==> config.mk <==
export PLATFORM = sky130hd
export DESIGN_NAME = phy_test_writer
export DESIGN_NICKNAME = d
export VERILOG_FILES = /design/src/rtl/ptw_pkg.sv /design/src/rtl/ptw_operand_reg.sv /design/src/rtl/ptw_step_timer.sv /design/src/rtl/ptw_seq_fsm.sv /design/src/rtl/phy_test_writer.sv
export SDC_FILE = /design/constraint.sdc
export NUM_CORES = 1
export LEC_CHECK = 0
export CORE_MARGIN = 4
export CORE_UTILIZATION = 35
export CTS_CLUSTER_DIAMETER = 120
export DETAILED_ROUTE_END_ITERATION = 10
export GPL_TIMING_DRIVEN = 0
export PLACE_DENSITY = 0.64
export SYNTH_ARGS = -nofsm -noshare
export SYNTH_HDL_FRONTEND = slang
export SYNTH_SLANG_ARGS = --single-unit
==> constraint.sdc <==
create_clock -name clk -period 3.6 [get_ports clk]
set_input_delay 0.72 -clock clk [delete_from_list [all_inputs] [get_ports clk]]
set_output_delay 0.72 -clock clk [all_outputs]
set_load 0.005 [all_outputs]
==> src/rtl/ptw_pkg.sv <==
package ptw_pkg;

    typedef enum logic [3:0] {
        ST_IDLE      = 4'd0,
        ST_CLR_HI    = 4'd1,
        ST_CLR_LO    = 4'd2,
        ST_STB_UP    = 4'd3,
        ST_ADDR_SET  = 4'd4,
        ST_ADDR_FALL = 4'd5,
        ST_DATA_SET  = 4'd6,
        ST_DATA_RISE = 4'd7,
        ST_STB_END   = 4'd8,
        ST_DONE      = 4'd9
    } ptw_state_e;

    // Control word bit positions (decoded by the register shim)
    localparam int CTRL_CLR_BIT = 0;
    localparam int CTRL_STB_BIT = 1;
    localparam int CTRL_W       = 2;

    // Register code of the link-rate band setting
    localparam logic [7:0] FREQ_RANGE_CODE = 8'h44;

    // Successor of a timed step once its hold count expires
    function automatic ptw_state_e ptw_step_succ(input ptw_state_e s);
        ptw_state_e n;
        unique case (s)
            ST_CLR_HI:    n = ST_CLR_LO;
            ST_CLR_LO:    n = ST_STB_UP;
            ST_STB_UP:    n = ST_ADDR_SET;
            ST_ADDR_SET:  n = ST_ADDR_FALL;
            ST_ADDR_FALL: n = ST_DATA_SET;
            ST_DATA_SET:  n = ST_DATA_RISE;
            ST_DATA_RISE: n = ST_STB_END;
            ST_STB_END:   n = ST_DONE;
            default:      n = ST_IDLE;
        endcase
        return n;
    endfunction

    function automatic logic ptw_is_timed(input ptw_state_e s);
        return (s != ST_IDLE) && (s != ST_DONE);
    endfunction

endpackage

==> src/rtl/ptw_operand_reg.sv <==
module ptw_operand_reg #(
    parameter int CODE_W = 8,
    parameter int DATA_W = 8
) (
    input  logic              clk,
    input  logic              rst_n,
    input  logic              load_i,
    input  logic [CODE_W-1:0] code_i,
    input  logic [DATA_W-1:0] data_i,
    output logic [CODE_W-1:0] code_q,
    output logic [DATA_W-1:0] data_q
);

    always_ff @(posedge clk or negedge rst_n) begin
        if (!rst_n) begin
            code_q <= '0;
            data_q <= '0;
        end else if (load_i) begin
            code_q <= code_i;
            data_q <= data_i;
        end
    end

endmodule

==> src/rtl/ptw_step_timer.sv <==
module ptw_step_timer #(
    parameter int STEP_CYCLES = 4
) (
    input  logic clk,
    input  logic rst_n,
    input  logic run_i,
    output logic last_o
);

    generate
        if (STEP_CYCLES <= 1) begin : g_single
            // Every timed step lasts one cycle: no counter needed
            logic unused_clk_rst;
            assign unused_clk_rst = &{1'b0, clk, rst_n};
            assign last_o = run_i;
        end else begin : g_count
            localparam int CNT_W = $clog2(STEP_CYCLES);
            localparam logic [CNT_W-1:0] LAST_CNT = CNT_W'(STEP_CYCLES - 1);

            logic [CNT_W-1:0] cnt_q;

            always_ff @(posedge clk or negedge rst_n) begin
                if (!rst_n) begin
                    cnt_q <= '0;
                end else if (!run_i || (cnt_q == LAST_CNT)) begin
                    cnt_q <= '0;
                end else begin
                    cnt_q <= cnt_q + 1'b1;
                end
            end

            assign last_o = run_i && (cnt_q == LAST_CNT);
        end
    endgenerate

endmodule

==> src/rtl/ptw_seq_fsm.sv <==
module ptw_seq_fsm
    import ptw_pkg::*;
#(
    parameter int CODE_W = 8,
    parameter int DATA_W = 8,
    parameter int OPND_W = 8,
    parameter int EN_BIT = 16
) (
    input  logic              clk,
    input  logic              rst_n,
    input  logic              start_i,
    input  logic              step_last_i,
    input  logic [CODE_W-1:0] code_q,
    input  logic [DATA_W-1:0] data_q,
    output logic              run_o,
    output logic              load_o,
    output logic [CTRL_W-1:0] tst_ctrl_o,
    output logic [EN_BIT:0]   tst_word_o,
    output logic              busy_o,
    output logic              done_o
);

    localparam int WORD_W  = EN_BIT + 1;
    localparam int SPARE_W = EN_BIT - OPND_W;

    ptw_state_e state_q, state_nxt;

    logic [OPND_W-1:0] code_ext, data_ext;
    logic [WORD_W-1:0] word_code, word_data;

    assign code_ext  = OPND_W'(code_q);
    assign data_ext  = OPND_W'(data_q);
    assign word_code = {1'b1, {SPARE_W{1'b0}}, code_ext};
    assign word_data = {1'b0, {SPARE_W{1'b0}}, data_ext};

    assign run_o  = ptw_is_timed(state_q);
    assign load_o = (state_q == ST_IDLE) && start_i;

    // Next-state logic
    always_comb begin
        state_nxt = state_q;
        unique case (state_q)
            ST_IDLE: begin
                if (start_i) state_nxt = ST_CLR_HI;
            end
            ST_DONE: begin
                state_nxt = ST_IDLE;
            end
            default: begin
                if (step_last_i) state_nxt = ptw_step_succ(state_q);
            end
        endcase
    end

    // State register
    always_ff @(posedge clk or negedge rst_n) begin
        if (!rst_n) state_q <= ST_IDLE;
        else        state_q <= state_nxt;
    end

    // Output decode of the coming state, registered so lines never glitch
    logic [CTRL_W-1:0] ctrl_d;
    logic [WORD_W-1:0] word_d;
    logic              busy_d, done_d;

    always_comb begin
        ctrl_d = '0;
        word_d = '0;
        busy_d = 1'b1;
        done_d = 1'b0;
        unique case (state_nxt)
            ST_IDLE:      busy_d = 1'b0;
            ST_CLR_HI:    ctrl_d[CTRL_CLR_BIT] = 1'b1;
            ST_CLR_LO:    ;
            ST_STB_UP:    ctrl_d[CTRL_STB_BIT] = 1'b1;
            ST_ADDR_SET: begin
                ctrl_d[CTRL_STB_BIT] = 1'b1;
                word_d = word_code;
            end
            ST_ADDR_FALL: word_d = word_code;
            ST_DATA_SET:  word_d = word_data;
            ST_DATA_RISE: begin
                ctrl_d[CTRL_STB_BIT] = 1'b1;
                word_d = word_data;
            end
            ST_STB_END:   word_d = word_data;
            ST_DONE:      done_d = 1'b1;
            default:      busy_d = 1'b0;
        endcase
    end

    always_ff @(posedge clk or negedge rst_n) begin
        if (!rst_n) begin
            tst_ctrl_o <= '0;
            tst_word_o <= '0;
            busy_o     <= 1'b0;
            done_o     <= 1'b0;
        end else begin
            tst_ctrl_o <= ctrl_d;
            tst_word_o <= word_d;
            busy_o     <= busy_d;
            done_o     <= done_d;
        end
    end

endmodule

==> src/rtl/phy_test_writer.sv <==
module phy_test_writer
    import ptw_pkg::*;
#(
    parameter int CODE_W      = 8,
    parameter int DATA_W      = 8,
    parameter int EN_BIT      = 16,
    parameter int STEP_CYCLES = 4
) (
    input  logic              clk,
    input  logic              rst_n,
    input  logic              start_i,
    input  logic [CODE_W-1:0] code_i,
    input  logic [DATA_W-1:0] data_i,
    output logic [1:0]        tst_ctrl_o,
    output logic [EN_BIT:0]   tst_word_o,
    output logic              busy_o,
    output logic              done_o
);

    localparam int OPND_W = (CODE_W > DATA_W) ? CODE_W : DATA_W;

    logic              load, run, step_last;
    logic [CODE_W-1:0] code_q;
    logic [DATA_W-1:0] data_q;

    ptw_operand_reg #(
        .CODE_W (CODE_W),
        .DATA_W (DATA_W)
    ) u_opnd (
        .clk    (clk),
        .rst_n  (rst_n),
        .load_i (load),
        .code_i (code_i),
        .data_i (data_i),
        .code_q (code_q),
        .data_q (data_q)
    );

    ptw_step_timer #(
        .STEP_CYCLES (STEP_CYCLES)
    ) u_timer (
        .clk    (clk),
        .rst_n  (rst_n),
        .run_i  (run),
        .last_o (step_last)
    );

    ptw_seq_fsm #(
        .CODE_W (CODE_W),
        .DATA_W (DATA_W),
        .OPND_W (OPND_W),
        .EN_BIT (EN_BIT)
    ) u_fsm (
        .clk         (clk),
        .rst_n       (rst_n),
        .start_i     (start_i),
        .step_last_i (step_last),
        .code_q      (code_q),
        .data_q      (data_q),
        .run_o       (run),
        .load_o      (load),
        .tst_ctrl_o  (tst_ctrl_o),
        .tst_word_o  (tst_word_o),
        .busy_o      (busy_o),
        .done_o      (done_o)
    );

endmodule

==> results of run 1 <==
## sequential cells by signal, indices dropped and copies added, names as in the netlist
name / cells
u_opnd.code_q: 8
u_fsm.state_q: 4
u_fsm.busy_o: 1
u_timer.g_count.cnt_q: 2
u_fsm.tst_word_o: 9
u_fsm.tst_ctrl_o: 2
u_fsm.done_o: 1
u_opnd.data_q: 8
## worst max-delay path: stages, from the launching register on
cell and delay [ns]:
sky130_fd_sc_hd__dfrtp_1 0.44, sky130_fd_sc_hd__inv_1 0.19, sky130_fd_sc_hd__ha_1 0.33, sky130_fd_sc_hd__a21oi_1 0.07, sky130_fd_sc_hd__o21ai_1 0.26, sky130_fd_sc_hd__a2bb2oi_1 0.49
sky130_fd_sc_hd__o32ai_2 0.27, sky130_fd_sc_hd__a22o_1 0.29
## per-stage QoR
step / utilization, % / hold WS (ns)
2_1_floorplan: - / 0.4150
3_3_place_gp: 44.90 / 0.4278
6_report: 46.91 / 0.4434
5_1_grt: 46.91 / 0.4678
3_5_place_dp: 44.79 / 0.4358
4_1_cts: 46.91 / 0.4453
## layer usage
layer | GRT usage, % | up-vias | share of wire [%]
met5 | 0 | - | 0
met4 | 4.982 | 0 | 1.6
met3 | 2.900 | 6 | 4.1
met2 | 21.66 | 29 | 53
met1 | 14.00 | 582 | 42
li1 | - | 553 | -
## cell type report
| cell class | instances | area, um2 | share of cell area, % |
|---|---|---|---|
| clock buffers | 8 | 100.1 | 4.517 |
| flip-flops and latches | 35 | 875.8 | 39.53 |
| well taps | 67 | 83.83 | 3.783 |
| plain buffers | 14 | 111.4 | 5.025 |
| inverters | 4 | 15.01 | 0.6776 |
| repair buffers | 31 | 305.3 | 13.78 |
| multi-input cells | 91 | 724.4 | 32.69 |
## cells by family (layout without fill, tap and decap cells)
kind of cell    count (synthesis)  in the layout  synth area share [%]
simple gates                   32             32                 10.52
mux                            17             17                 11.18
other cells                     1              8                0.2205
fa+ha+maj                       7              7                 5.151
compound gates                 27             27                 13.98
flops                          35             35                 51.51
buf+inv                        18             57                 7.432
## final timing paths
path / startpoint / end / slack [ns]
max: u_fsm.state_q[1]$_DFF_PN0_ / u_fsm.tst_word_o[5]$_DFF_PN0_ / 1.15
min: u_timer.g_count.cnt_q[0]$_DFF_PN0_ / u_timer.g_count.cnt_q[0]$_DFF_PN0_ / 0.44
max reg2reg: u_fsm.state_q[1]$_DFF_PN0_ / u_fsm.tst_word_o[5]$_DFF_PN0_ / 1.15
min reg2reg: u_timer.g_count.cnt_q[0]$_DFF_PN0_ / u_timer.g_count.cnt_q[0]$_DFF_PN0_ / 0.44
max in group asynchronous: rst_n / u_timer.g_count.cnt_q[0]$_DFF_PN0_ / 2.61
min in group asynchronous: rst_n / u_opnd.data_q[3]$_DFFE_PN0P_ / 0.51
## where the power goes
part	total [mW]	internal (mW)	leakage [nW]	switching, mW
registers	0.632	0.547	0.442	0.0852
logic	0.634	0.328	0.509	0.305
clock network	0.305	0.174	0.0515	0.131
total	1.57	1.05	1.00	0.521
## cells in the final DEF (no fill, tap or decap), types with 2 or more instances in the layout
cell / n
sky130_fd_sc_hd__dfrtp_1: 35
sky130_fd_sc_hd__clkdlybuf4s50_1: 30
sky130_fd_sc_hd__mux2_2: 16
sky130_fd_sc_hd__nor2_1: 8
sky130_fd_sc_hd__a22o_1: 8
sky130_fd_sc_hd__buf_4: 8
sky130_fd_sc_hd__conb_1: 8
sky130_fd_sc_hd__ha_1: 7
sky130_fd_sc_hd__clkbuf_8: 7
sky130_fd_sc_hd__nand2_1: 5
sky130_fd_sc_hd__nand2b_1: 5
sky130_fd_sc_hd__a21oi_1: 5
sky130_fd_sc_hd__inv_1: 4
sky130_fd_sc_hd__buf_6: 3
sky130_fd_sc_hd__nor3_1: 3
sky130_fd_sc_hd__buf_2: 3
sky130_fd_sc_hd__nand3_1: 2
sky130_fd_sc_hd__o21ai_1: 2
sky130_fd_sc_hd__and3_1: 2
==> out/results.txt, run 1 <==
The initialized floorplan defines 25 standard-cell rows. In this run, the number of DRC markers left after iteration 0 of detailed routing was 96. The vertical die dimension was 77.70 um.

For this run, the number of standard cells in the final layout without fillers is 250. Once the clock tree was built, the setup fixing pass inserted 0 buffers. The tools report the number of failing hold endpoints at the final stage as 0. The total of fill cells in the finished design was 433. The number of synthesized flops with an enable pin was 0. Timing would allow up to 407.8 MHz.

The actual slew at the worst max-slew pin is 0.7633 ns. In this run, synthesis produced a sequential element count of 35. The run finished with clean final reports. The cell depth of the worst min-delay path is 1. The longest clock path from root to sink contains 2 buffers. Clock skew on the completed layout was measured at 0.003291 ns. After technology mapping, the gate count stands at 137. The count of warnings emitted by yosys was 0; the number of remaining DRC errors was 0.

Kind of critical path: flip-flop to flip-flop. After legalization and detailed placement, the total HPWL measured 2454 um. TritonCTS built the clock tree.

The primary flip-flop cell chosen by synthesis mapping was sky130_fd_sc_hd__dfrtp_1. The CTS buffer count came out at 5. The tool flagged a number of max-cap violations equal to 0. The run gives 0 as the initial antenna violation count. Yosys instantiated no cell more often than sky130_fd_sc_hd__dfrtp_1. The tools report the global-route wire length before repair as 5851 um.

The die is 77.70 um wide. Prior to clock tree synthesis, the placed netlist has a worst setup slack of 0.8922 ns. The distinct cell type count after synthesis was 38; the peak fanout along the critical path was 8.

In the synthesized netlist, the cells that appear most often are 35 x sky130_fd_sc_hd__dfrtp_1, 16 x sky130_fd_sc_hd__mux2_2, 8 x sky130_fd_sc_hd__a22o_1, 8 x sky130_fd_sc_hd__buf_4, 8 x sky130_fd_sc_hd__nor2_1. Post-detailed-route wirelength per cell: 13.27 um. The number of gates resized after CTS was 0.

The pin count of the biggest net entering global routing came out at 36. The CTS sink count was 35. In this run the cell area of the synthesized design comes to 1700 um2. Data on the critical path is required at its endpoint by 3.77 ns. Class of the tightest hold or removal check: flip-flop to flip-flop. The setup slack of the critical path after layout was 1.148 ns; the total I/O pin count was 40. The net count reported at finish is 208, and the area after detailed placement is 2116 um2.

At the end of routability-driven placement, the weighted congestion stood at 0.8634. Counting tap cells, the placed design contains a total of 242 instances. The critical path startpoint category is a flip-flop. For the finished layout, the period the worst path requires is 2.452 ns.

STA puts the critical path data arrival time at 2.62 ns. Setup repair after global routing left no endpoint under its margin. The die covers 6037 um2. The static leakage power is 1.003 nW, and the clock latency at the later pin of the worst-skew pair is 0.28 ns.

The worst reg-to-reg path cell count works out to 7. The power density over cell area is 708.9 nW/um2. The number of hold buffers added after CTS was 0. The clock slew seen by the registers of the worst setup and hold paths came out at 0.06 ns.

Number of search-and-repair iterations in the first detailed-routing pass: 4. The tools report the final global-route overflow total as 0. The initial core utilization is 36.00%, and the number of global-route vias before repair is 1,338. The per-cell via count in the routed design came out at 4.680. Post-detailed-route count of antenna-violating nets: 0.

For the finished layout cell area, the log shows 2216 um2. The cell type with the largest total area after synthesis is sky130_fd_sc_hd__dfrtp_1. The H-tree was split into 2 levels.

The number of I/O port buffers is 31, and the post-route fraction of the period consumed by the critical path is 68.12%. The peak supply drop is 0.3388 mV. The run gives 0 as the number of setup violations in the final report. Summed negative setup slack over all endpoints: 0 ns. The core area is 4723 um2, and the top-area cell type share of the netlist area is 51.51%. The area growth from synthesis to layout was 30.32%. In the final layout, the share of cells above drive strength 1 is 25.68%.

For this block, the routed nets add up to 3317 um of wire. Worst max-slew margin expressed relative to the limit: 49.12%. Each instance of the synthesized netlist takes up on average 12.41 um2. The tree is rooted in a sky130_fd_sc_hd__clkbuf_8. The sequential cell area fraction in the yosys report was 51.51%. In the post-synthesis netlist, the biggest area contributors are sky130_fd_sc_hd__dfrtp_1 52%, sky130_fd_sc_hd__mux2_2 11%, sky130_fd_sc_hd__ha_1 5.2%, sky130_fd_sc_hd__a22o_1 4.1%, sky130_fd_sc_hd__buf_4 3.5%. The total design power is 1.571 mW, and the fraction of synthesis flops using an asynchronous set or reset pin is 100.0%. The final route contains 1,170 vias. 0 antenna diodes ended up in the layout. Nature of the critical path endpoint: a flip-flop. The number of max-slew violations in the final report was 0; the total routing resource utilization after global routing was 12.22%.
Power figures use the tool's default switching activity.
==> inputs of run 2 (changes only) <==
Settings changed: PLACE_DENSITY 0.64 to 0.66.
Clock period 3.6 ns to 2.05 ns, I/O delays scaled along.
==> run 2 against run 1 <==
The run now ends with negative setup slack left; clock power is 52% higher; core utilization grew 4.5 points; clock skew is 0.0047 ns higher; non-clock buffer count up 16.
==> out/results.txt, run 2 (synthesis gave the netlist of run 1 again) <==
Measured on the finished design, the core utilization comes to 51.44%. The internal portion of the total power is 2.026 mW. In the final routed layout, each cell accounts on average for 13.57 um.

The flip-flop count of the largest register after layout works out to 9. The first global-routing pass estimated 6106 um of wire. The class of the tightest hold or removal check is primary input to asynchronous set/reset pin. The die covers 6037 um2. The number of rows in the core area is 25, and the buffer levels on the longest clock path is 2. Hold repair after CTS inserted 0 buffers.

The number of cells in the finished layout apart from fillers was 266. Data arrives at the worst endpoint at 2.25 ns. TritonCTS built the clock tree.

The clock network is responsible for 15.0% of the overall power. Detailed placement finished with a half-perimeter wire length of 2445 um. The sequential group share of total power came out at 35.8%. The initial antenna violation count was 0. The top cell types in the final layout, fill and taps aside, are 34 x sky130_fd_sc_hd__dfrtp_1, 30 x sky130_fd_sc_hd__clkdlybuf4s50_1, 22 x sky130_fd_sc_hd__buf_4, 16 x sky130_fd_sc_hd__mux2_2. The worst setup path is captured at a flip-flop. The run finished, with violations left.

For this run, the post-layout net count is 224. The total routing resource utilization after global routing came out at 12.86%. Traced cell by cell, the critical path runs through inv_2 -> ha_4 -> mux2i_4 -> o22ai_2 -> nand2b_4 -> a211oi_4 -> o32ai_4 -> buf_6 -> a22o_1. Headroom to the max-slew limit came out at 49.92%. Most common cell after layout, fill and taps aside: sky130_fd_sc_hd__dfrtp_1. The power density over cell area is 1266 nW/um2.

The CTS sink count was 35. Setup repair after global routing could not meet its margin everywhere. The total design power was 3.077 mW.

The number of antenna diodes in the final layout is 0. The number of search-and-repair iterations in the first detailed-routing pass came out at 4. The routed design could run at a clock period as short as 2.073 ns. Number of remaining DRC errors: 0. During I/O placement, the number of pins put on the boundary was 40. The horizontal die dimension came out at 77.70 um. STA classifies the critical path startpoint as a flip-flop. The final reports fail on negative setup slack. The kind of critical path is flip-flop to flip-flop. The peak fanout along the critical path works out to 8.

Across the VDD grid, the largest voltage drop is 0.5955 mV. Clock tree synthesis inserted a total of 5 buffers. The largest register by flop count is u_fsm.tst_word_o.

For this run, the slowest stage of the critical path takes 0.42 ns. Slowest stage cell on the critical path: sky130_fd_sc_hd__dfrtp_2. For this block, the via count after detailed routing is 1,241. The tools report the core area as 4723 um2. The post-route fraction of the period consumed by the critical path is 101.1%. The tools report the starting DRC count in detailed routing as 67. The logs give 2.22 ns for the required time of the critical path and 36.00% for the initial core utilization.

The number of global-route vias before repair came out at 1,325. The largest registers in the layout are u_fsm.tst_word_o: 9 flops, u_opnd.code_q: 8 flops, u_opnd.data_q: 8 flops. The tools report the number of failing hold endpoints at the final stage as 0. Post-detailed-route count of antenna-violating nets: 0. The number of setup violations in the final report is 6.

The area growth from synthesis to layout was 42.90%; the number of instances in the placed design was 242. The wire length after detailed routing was 3609 um; the net switching power figure was 1.051 mW. For the pin with the worst max-slew slack, the measured transition is 0.7512 ns. Max-cap violations in this run came to 0.

The number of max-slew violations in the final report came out at 0. The logs give 482.4 MHz for the maximum clock frequency and 0.28 ns for the clock latency at the later pin of the worst-skew pair. The analysis attributes to cell leakage a power of 1.079 nW. The setup slack of the critical path after layout came out at -0.02281 ns. The final setup skew was 0.007969 ns; the switching portion of total power was 34.17%. The congestion estimate from routability-driven global placement came to 0.8636. Entering global routing, the biggest net connects 36 pins. Of the cells placed in the final design, the portion with a size suffix greater than 1 is 37.19%. The per-cell via count in the routed design was 4.665; the clock slew seen by the registers of the worst setup and hold paths was 0.07 ns. The count of buffers added on input and output ports is 31.

The logs give 49.2% for the combinational power share and 2 for the H-tree depth. The vertical die dimension is 77.70 um, and the final global-route overflow total is 0. The clock tree root driver cell is sky130_fd_sc_hd__clkbuf_8.
==> run 2: changes by cell type in the layout (fill, tap and decap cells not counted), moves of 2 or more <==
cell                      before  now
sky130_fd_sc_hd__inv_1         4    2
sky130_fd_sc_hd__ha_2          0    2
sky130_fd_sc_hd__ha_1          7    4
sky130_fd_sc_hd__a21oi_2       1    3
sky130_fd_sc_hd__inv_2         0    2
sky130_fd_sc_hd__a21oi_1       5    3
sky130_fd_sc_hd__buf_4         8   22
sky130_fd_sc_hd__buf_6         3    6
==> run 2: what timing repair did <==
action,in CTS,in global routing
resized for setup,21,2
endpoints found under the hold margin,0,0
setup buffers,15,2
setup endpoints to repair,22,13
pin swaps,6,11
==> run 2: power groups by stage <==
stage,clock [mW],combinational [mW],sequential (mW)
2_1_floorplan,0,0.783,1.09
3_3_place_gp,0,1.06,1.10
3_5_place_dp,0,1.10,1.12
4_1_cts,0.487,1.46,1.10
5_1_grt,0.514,1.65,1.13
6_report,0.463,1.51,1.10
==> run 2: final cells by class <==
class                      instances  area (um2)
buffer                            13       112.6
clock buffer                       7       76.32
clock inverter                     1       5.005
fill                             411        2293
inverter                           4       15.01
multi-input combinational         91       815.8
sequential                        35       877.1
tap                               67       83.83
timing repair buffer              48       444.2
==> run 2: per-layer routing <==
metal  vias to the layer above  track usage, %  wire (um)
met5                         -               0          0
met4                         0           4.270         50
met3                         5           4.060        210
met2                        33           23.46       1937
met1                       613           13.95       1411
li1                        590               -          -
==> run 2: worst paths after layout <==
| kind | slack [ns] | cells past startpoint | to | from |
|---|---|---|---|---|
| worst max-delay path | -0.02 | 9 | u_fsm.tst_word_o[5]$_DFF_PN0_ | u_fsm.state_q[0]$_DFF_PN0_ |
| worst min-delay path | 0.20 | 1 | u_fsm.done_o$_DFF_PN0_ | rst_n |
| worst max register to register | -0.02 | 9 | u_fsm.tst_word_o[5]$_DFF_PN0_ | u_fsm.state_q[0]$_DFF_PN0_ |
| worst min register to register | 0.47 | 1 | u_timer.g_count.cnt_q[0]$_DFF_PN0_ | u_timer.g_count.cnt_q[0]$_DFF_PN0_ |
| max in group asynchronous | 1.34 | 1 | u_fsm.state_q[0]$_DFF_PN0_ | rst_n |
| min in group clk | 0.47 | 1 | u_timer.g_count.cnt_q[0]$_DFF_PN0_ | u_timer.g_count.cnt_q[0]$_DFF_PN0_ |
==> run 2: worst max-delay path, delay by kind of cell, from the launching register on <==
family,cells,cell delay (ns)
AO/OA/AOI/OAI,4,0.79
flip-flops,1,0.42
buffers and inverters,2,0.23
adder cells (fa/ha/maj),1,0.20
multiplexers,1,0.17
AND/OR/NAND/NOR,1,0.16
==> run 2: stage by stage <==
stage / cell area, um2 / setup slack (ns) / setup TNS [ns] / hold WS [ns]
2_1_floorplan: 1727 / 0.006941 / 0 / 0.1144
3_3_place_gp: 2121 / -0.3638 / -6.734 / 0.4278
3_5_place_dp: 2116 / -0.3934 / -3.914 / 0.4669
4_1_cts: 2407 / 0.002206 / 0 / 0.2156
5_1_grt: 2430 / -0.1254 / -0.8037 / 0.2625
6_report: 2430 / -0.02281 / -0.09439 / 0.1961
==> inputs of run 3 (changes only) <==
Settings changed: CORE_MARGIN 4 to 2, HOLD_SLACK_MARGIN set to 0.06.
==> run 3 against run 2 <==
The run still ends with negative setup slack left; die area fell by 10%; clock-buffer cell count is 1 higher; wire length is 1.1% lower; first-iteration DRC count decreased by 10%; final area is 0.31% lower; sequential power about the same; core utilization is 0.18 points higher; setup slack got worse by 0.020 ns.
==> out/results.txt, run 3 (synthesis gave the netlist of run 1 again) <==
Shortest period the worst path allows: 2.093 ns. In this run the power spent charging and discharging nets is 1.062 mW. The count of buffers added on input and output ports is 31. The HPWL after detailed placement came out at 2422 um.

The power density over cell area is 1295 nW/um2. The min-delay analysis places its worst path in the category primary input to asynchronous set/reset pin. The global placer's final weighted congestion was 0.7895; the number of maximum-capacitance violations was 0. In this run the remaining antenna-violating nets after routing total 0. The worst register-to-register path ends at u_fsm.tst_word_o[1]$_DFF_PN0_. Leaving out fill and tap cells, the most frequent cells in the layout are 34 x sky130_fd_sc_hd__dfrtp_1, 30 x sky130_fd_sc_hd__clkdlybuf4s50_1, 18 x sky130_fd_sc_hd__buf_4, 16 x sky130_fd_sc_hd__mux2_2.

The flow ran to the end, but the final reports show violations. For this run, the detailed router's first-pass iteration total came to 4. The worst reg-to-reg path cell count works out to 8. For this design, the sink count on the clock tree is 35. The post-detailed-route wirelength per cell is 14.39 um, and the global-route wire length before repair is 5789 um. For the slack of the worst reg-to-reg path, the log shows -0.04 ns. Setup violations remaining at the end of the flow were counted as 8.

The clock network fraction of total power came out at 17.3%. Sequential group share of total power: 35.3%. The number of failing hold endpoints at the final stage came out at 0. During I/O placement, the number of pins put on the boundary was 40.

The tools report the setup slack of the critical path after layout as -0.04286 ns. The antenna diode count came out at 0. Setup repair after global routing could not meet its margin everywhere.

The checks that failed: negative setup slack. After the last flow step, the layout net total stands at 219. The maximum clock frequency was 477.8 MHz. For the buffer levels on the longest clock path, the log shows 2.

By startpoint and endpoint, the worst setup path is classified as flip-flop to flip-flop. The peak fanout along the critical path was 8. The startpoint of the most critical register-to-register path is u_fsm.state_q[0]$_DFF_PN0_. From bottom edge to top edge, the die measures 73.70 um.

Entering global routing, the biggest net connects 36 pins. The largest register by flop count was u_fsm.tst_word_o. Across the whole layout, storage elements account for 877.1 um2. TritonCTS built the clock tree.

The tools report the worst max-slew margin expressed relative to the limit as 50.19%. Total design power: 3.138 mW. The post-route fraction of the period consumed by the critical path was 102.1%. The run gives 2.076 mW as the internal power.

The number of remaining DRC errors is 0, and the flip-flop count of the largest register after layout is 9. The starting DRC count in detailed routing came out at 60. The logs give 2.22 ns for the required time of the critical path and 0 for the initial antenna violation count. Critical path startpoint category: a flip-flop. In this run the clock root is driven by a sky130_fd_sc_hd__clkbuf_8. STA classifies the critical path endpoint as a flip-flop. Cells with a size suffix above 1 make up 37.11% of the layout. The total of fill cells in the finished design was 411; the switching portion of total power was 33.83%. Setup total negative slack on the finished layout was measured at -0.3020 ns. For this configuration, the core starts out at a cell density of 36.24%. In the final layout, the multi-input gates occupy 842.1 um2. For the number of global-route vias before repair, the log shows 1,269.

The final setup skew was 0.002884 ns; the peak supply drop was 0.6633 mV. After detailed routing, the number of vias per cell comes to 4.875. The total routing resource utilization after global routing is 14.27%, and the area growth from synthesis to layout is 42.46%. The tools report the wire length after detailed routing as 3568 um. The region available for standard cell placement spans 4692 um2. In the final layout, the registers with the most flip-flops are u_fsm.tst_word_o: 9 flops, u_opnd.code_q: 8 flops, u_opnd.data_q: 8 flops. The die covers 5432 um2. The actual slew at the worst max-slew pin is 0.7471 ns, and the number of max-slew violations in the final report is 0. Leaving out fill and tap cells, the most frequent cell in the layout is sky130_fd_sc_hd__dfrtp_1. For the total number of vias, the log shows 1,209. Clock-pin slew was measured on the worst setup and hold paths at 0.07 ns. The share of total power dissipated in combinational logic is 47.5%. The run gives 0.29 ns as the clock latency at the later pin of the worst-skew pair.

The H-tree generated during clock tree synthesis spans 2 levels. For the arrival time at the worst endpoint, the log shows 2.27 ns. The final global-route overflow total is 0, and the horizontal die dimension is 73.70 um. Number of rows in the core area: 25.

The static leakage power was 1.069 nW; the CTS buffer count was 5.
==> run 3: changes by cell type in the layout (fill, tap and decap cells not counted), moves of 2 or more <==
cell,before,now
sky130_fd_sc_hd__clkbuf_8,6,8
sky130_fd_sc_hd__nand2b_4,1,3
sky130_fd_sc_hd__buf_4,22,18
sky130_fd_sc_hd__buf_6,6,3
sky130_fd_sc_hd__nand2b_1,5,3
==> run 3: repair_timing <==
item                       4_1_cts  5_1_grt
hold endpoints to repair         0        0
hold buffers                     0        0
setup endpoints to repair       23        9
gates resized for setup         18        6
setup buffers                    9        3
pin swaps                        5        5
==> run 3: per-layer routing <==
| layer | vias up | share of wire (%) | global-route usage, % |
|---|---|---|---|
| li1 | 574 | - | - |
| met4 | 0 | 2.2 | 6.465 |
| met2 | 29 | 55 | 25.10 |
| met5 | - | 0 | 0 |
| met3 | 9 | 3.7 | 3.978 |
| met1 | 597 | 39 | 15.91 |
==> run 3: how the worst max path moves through the flow <==
stage / startpoint / to / slack [ns] / depth (start not counted)
after global placement: u_fsm.state_q[1]$_DFF_PN0_ / u_fsm.tst_word_o[3]$_DFF_PN0_ / -0.39 / 9
after global routing: u_fsm.state_q[0]$_DFF_PN0_ / u_fsm.tst_word_o[3]$_DFF_PN0_ / -0.11 / 8
after floorplan: u_fsm.state_q[1]$_DFF_PN0_ / u_fsm.tst_word_o[0]$_DFF_PN0_ / 0.007 / 7
after CTS: u_fsm.state_q[0]$_DFF_PN0_ / u_fsm.tst_word_o[3]$_DFF_PN0_ / 0.008 / 8
final: u_fsm.state_q[0]$_DFF_PN0_ / u_fsm.tst_word_o[1]$_DFF_PN0_ / -0.04 / 8
after detailed placement: u_fsm.state_q[1]$_DFF_PN0_ / u_fsm.tst_word_o[1]$_DFF_PN0_ / -0.46 / 9
==> run 3: per-stage QoR <==
step           instance area, um2  utilization, %  cells  hold WS (ns)  worst slack (ns)
4_1_cts                      2369           50.48    246        0.2145          0.007543
6_report                     2422           51.63    248        0.1863          -0.04286
3_5_place_dp                 2100           44.75    229        0.4466           -0.4593
2_1_floorplan                1727               -    144        0.1144          0.006941
3_3_place_gp                 2105           44.85    229        0.4274           -0.3894
5_1_grt                      2422           51.63    248        0.2601           -0.1093
==> run 3: area by class of cell <==
type / instances / share of cell area, %
multi-input combinational: 91 / 34.76
sequential: 35 / 36.21
buffer: 14 / 4.855
inverter: 4 / 0.7231
tap: 54 / 2.789
clock buffer: 8 / 4.132
timing repair buffer: 42 / 16.53
==> run 3: critical path, cell delays in order, from the launching register on <==
cell                       delay, ns
sky130_fd_sc_hd__dfrtp_2        0.46
sky130_fd_sc_hd__buf_4          0.16
sky130_fd_sc_hd__or2b_1         0.25
sky130_fd_sc_hd__a21oi_2        0.22
sky130_fd_sc_hd__nand2b_4       0.08
sky130_fd_sc_hd__a211oi_4       0.28
sky130_fd_sc_hd__o32ai_4        0.15
sky130_fd_sc_hd__buf_12         0.16
sky130_fd_sc_hd__a22o_1         0.22
==> run 3: power groups by stage <==
stage,clock network [mW],registers (mW),logic (mW)
after floorplan,0,1.09,0.783
after global placement,0,1.11,1.07
after detailed placement,0,1.12,1.11
after CTS,0.553,1.10,1.36
after global routing,0.583,1.14,1.62
final,0.541,1.11,1.49
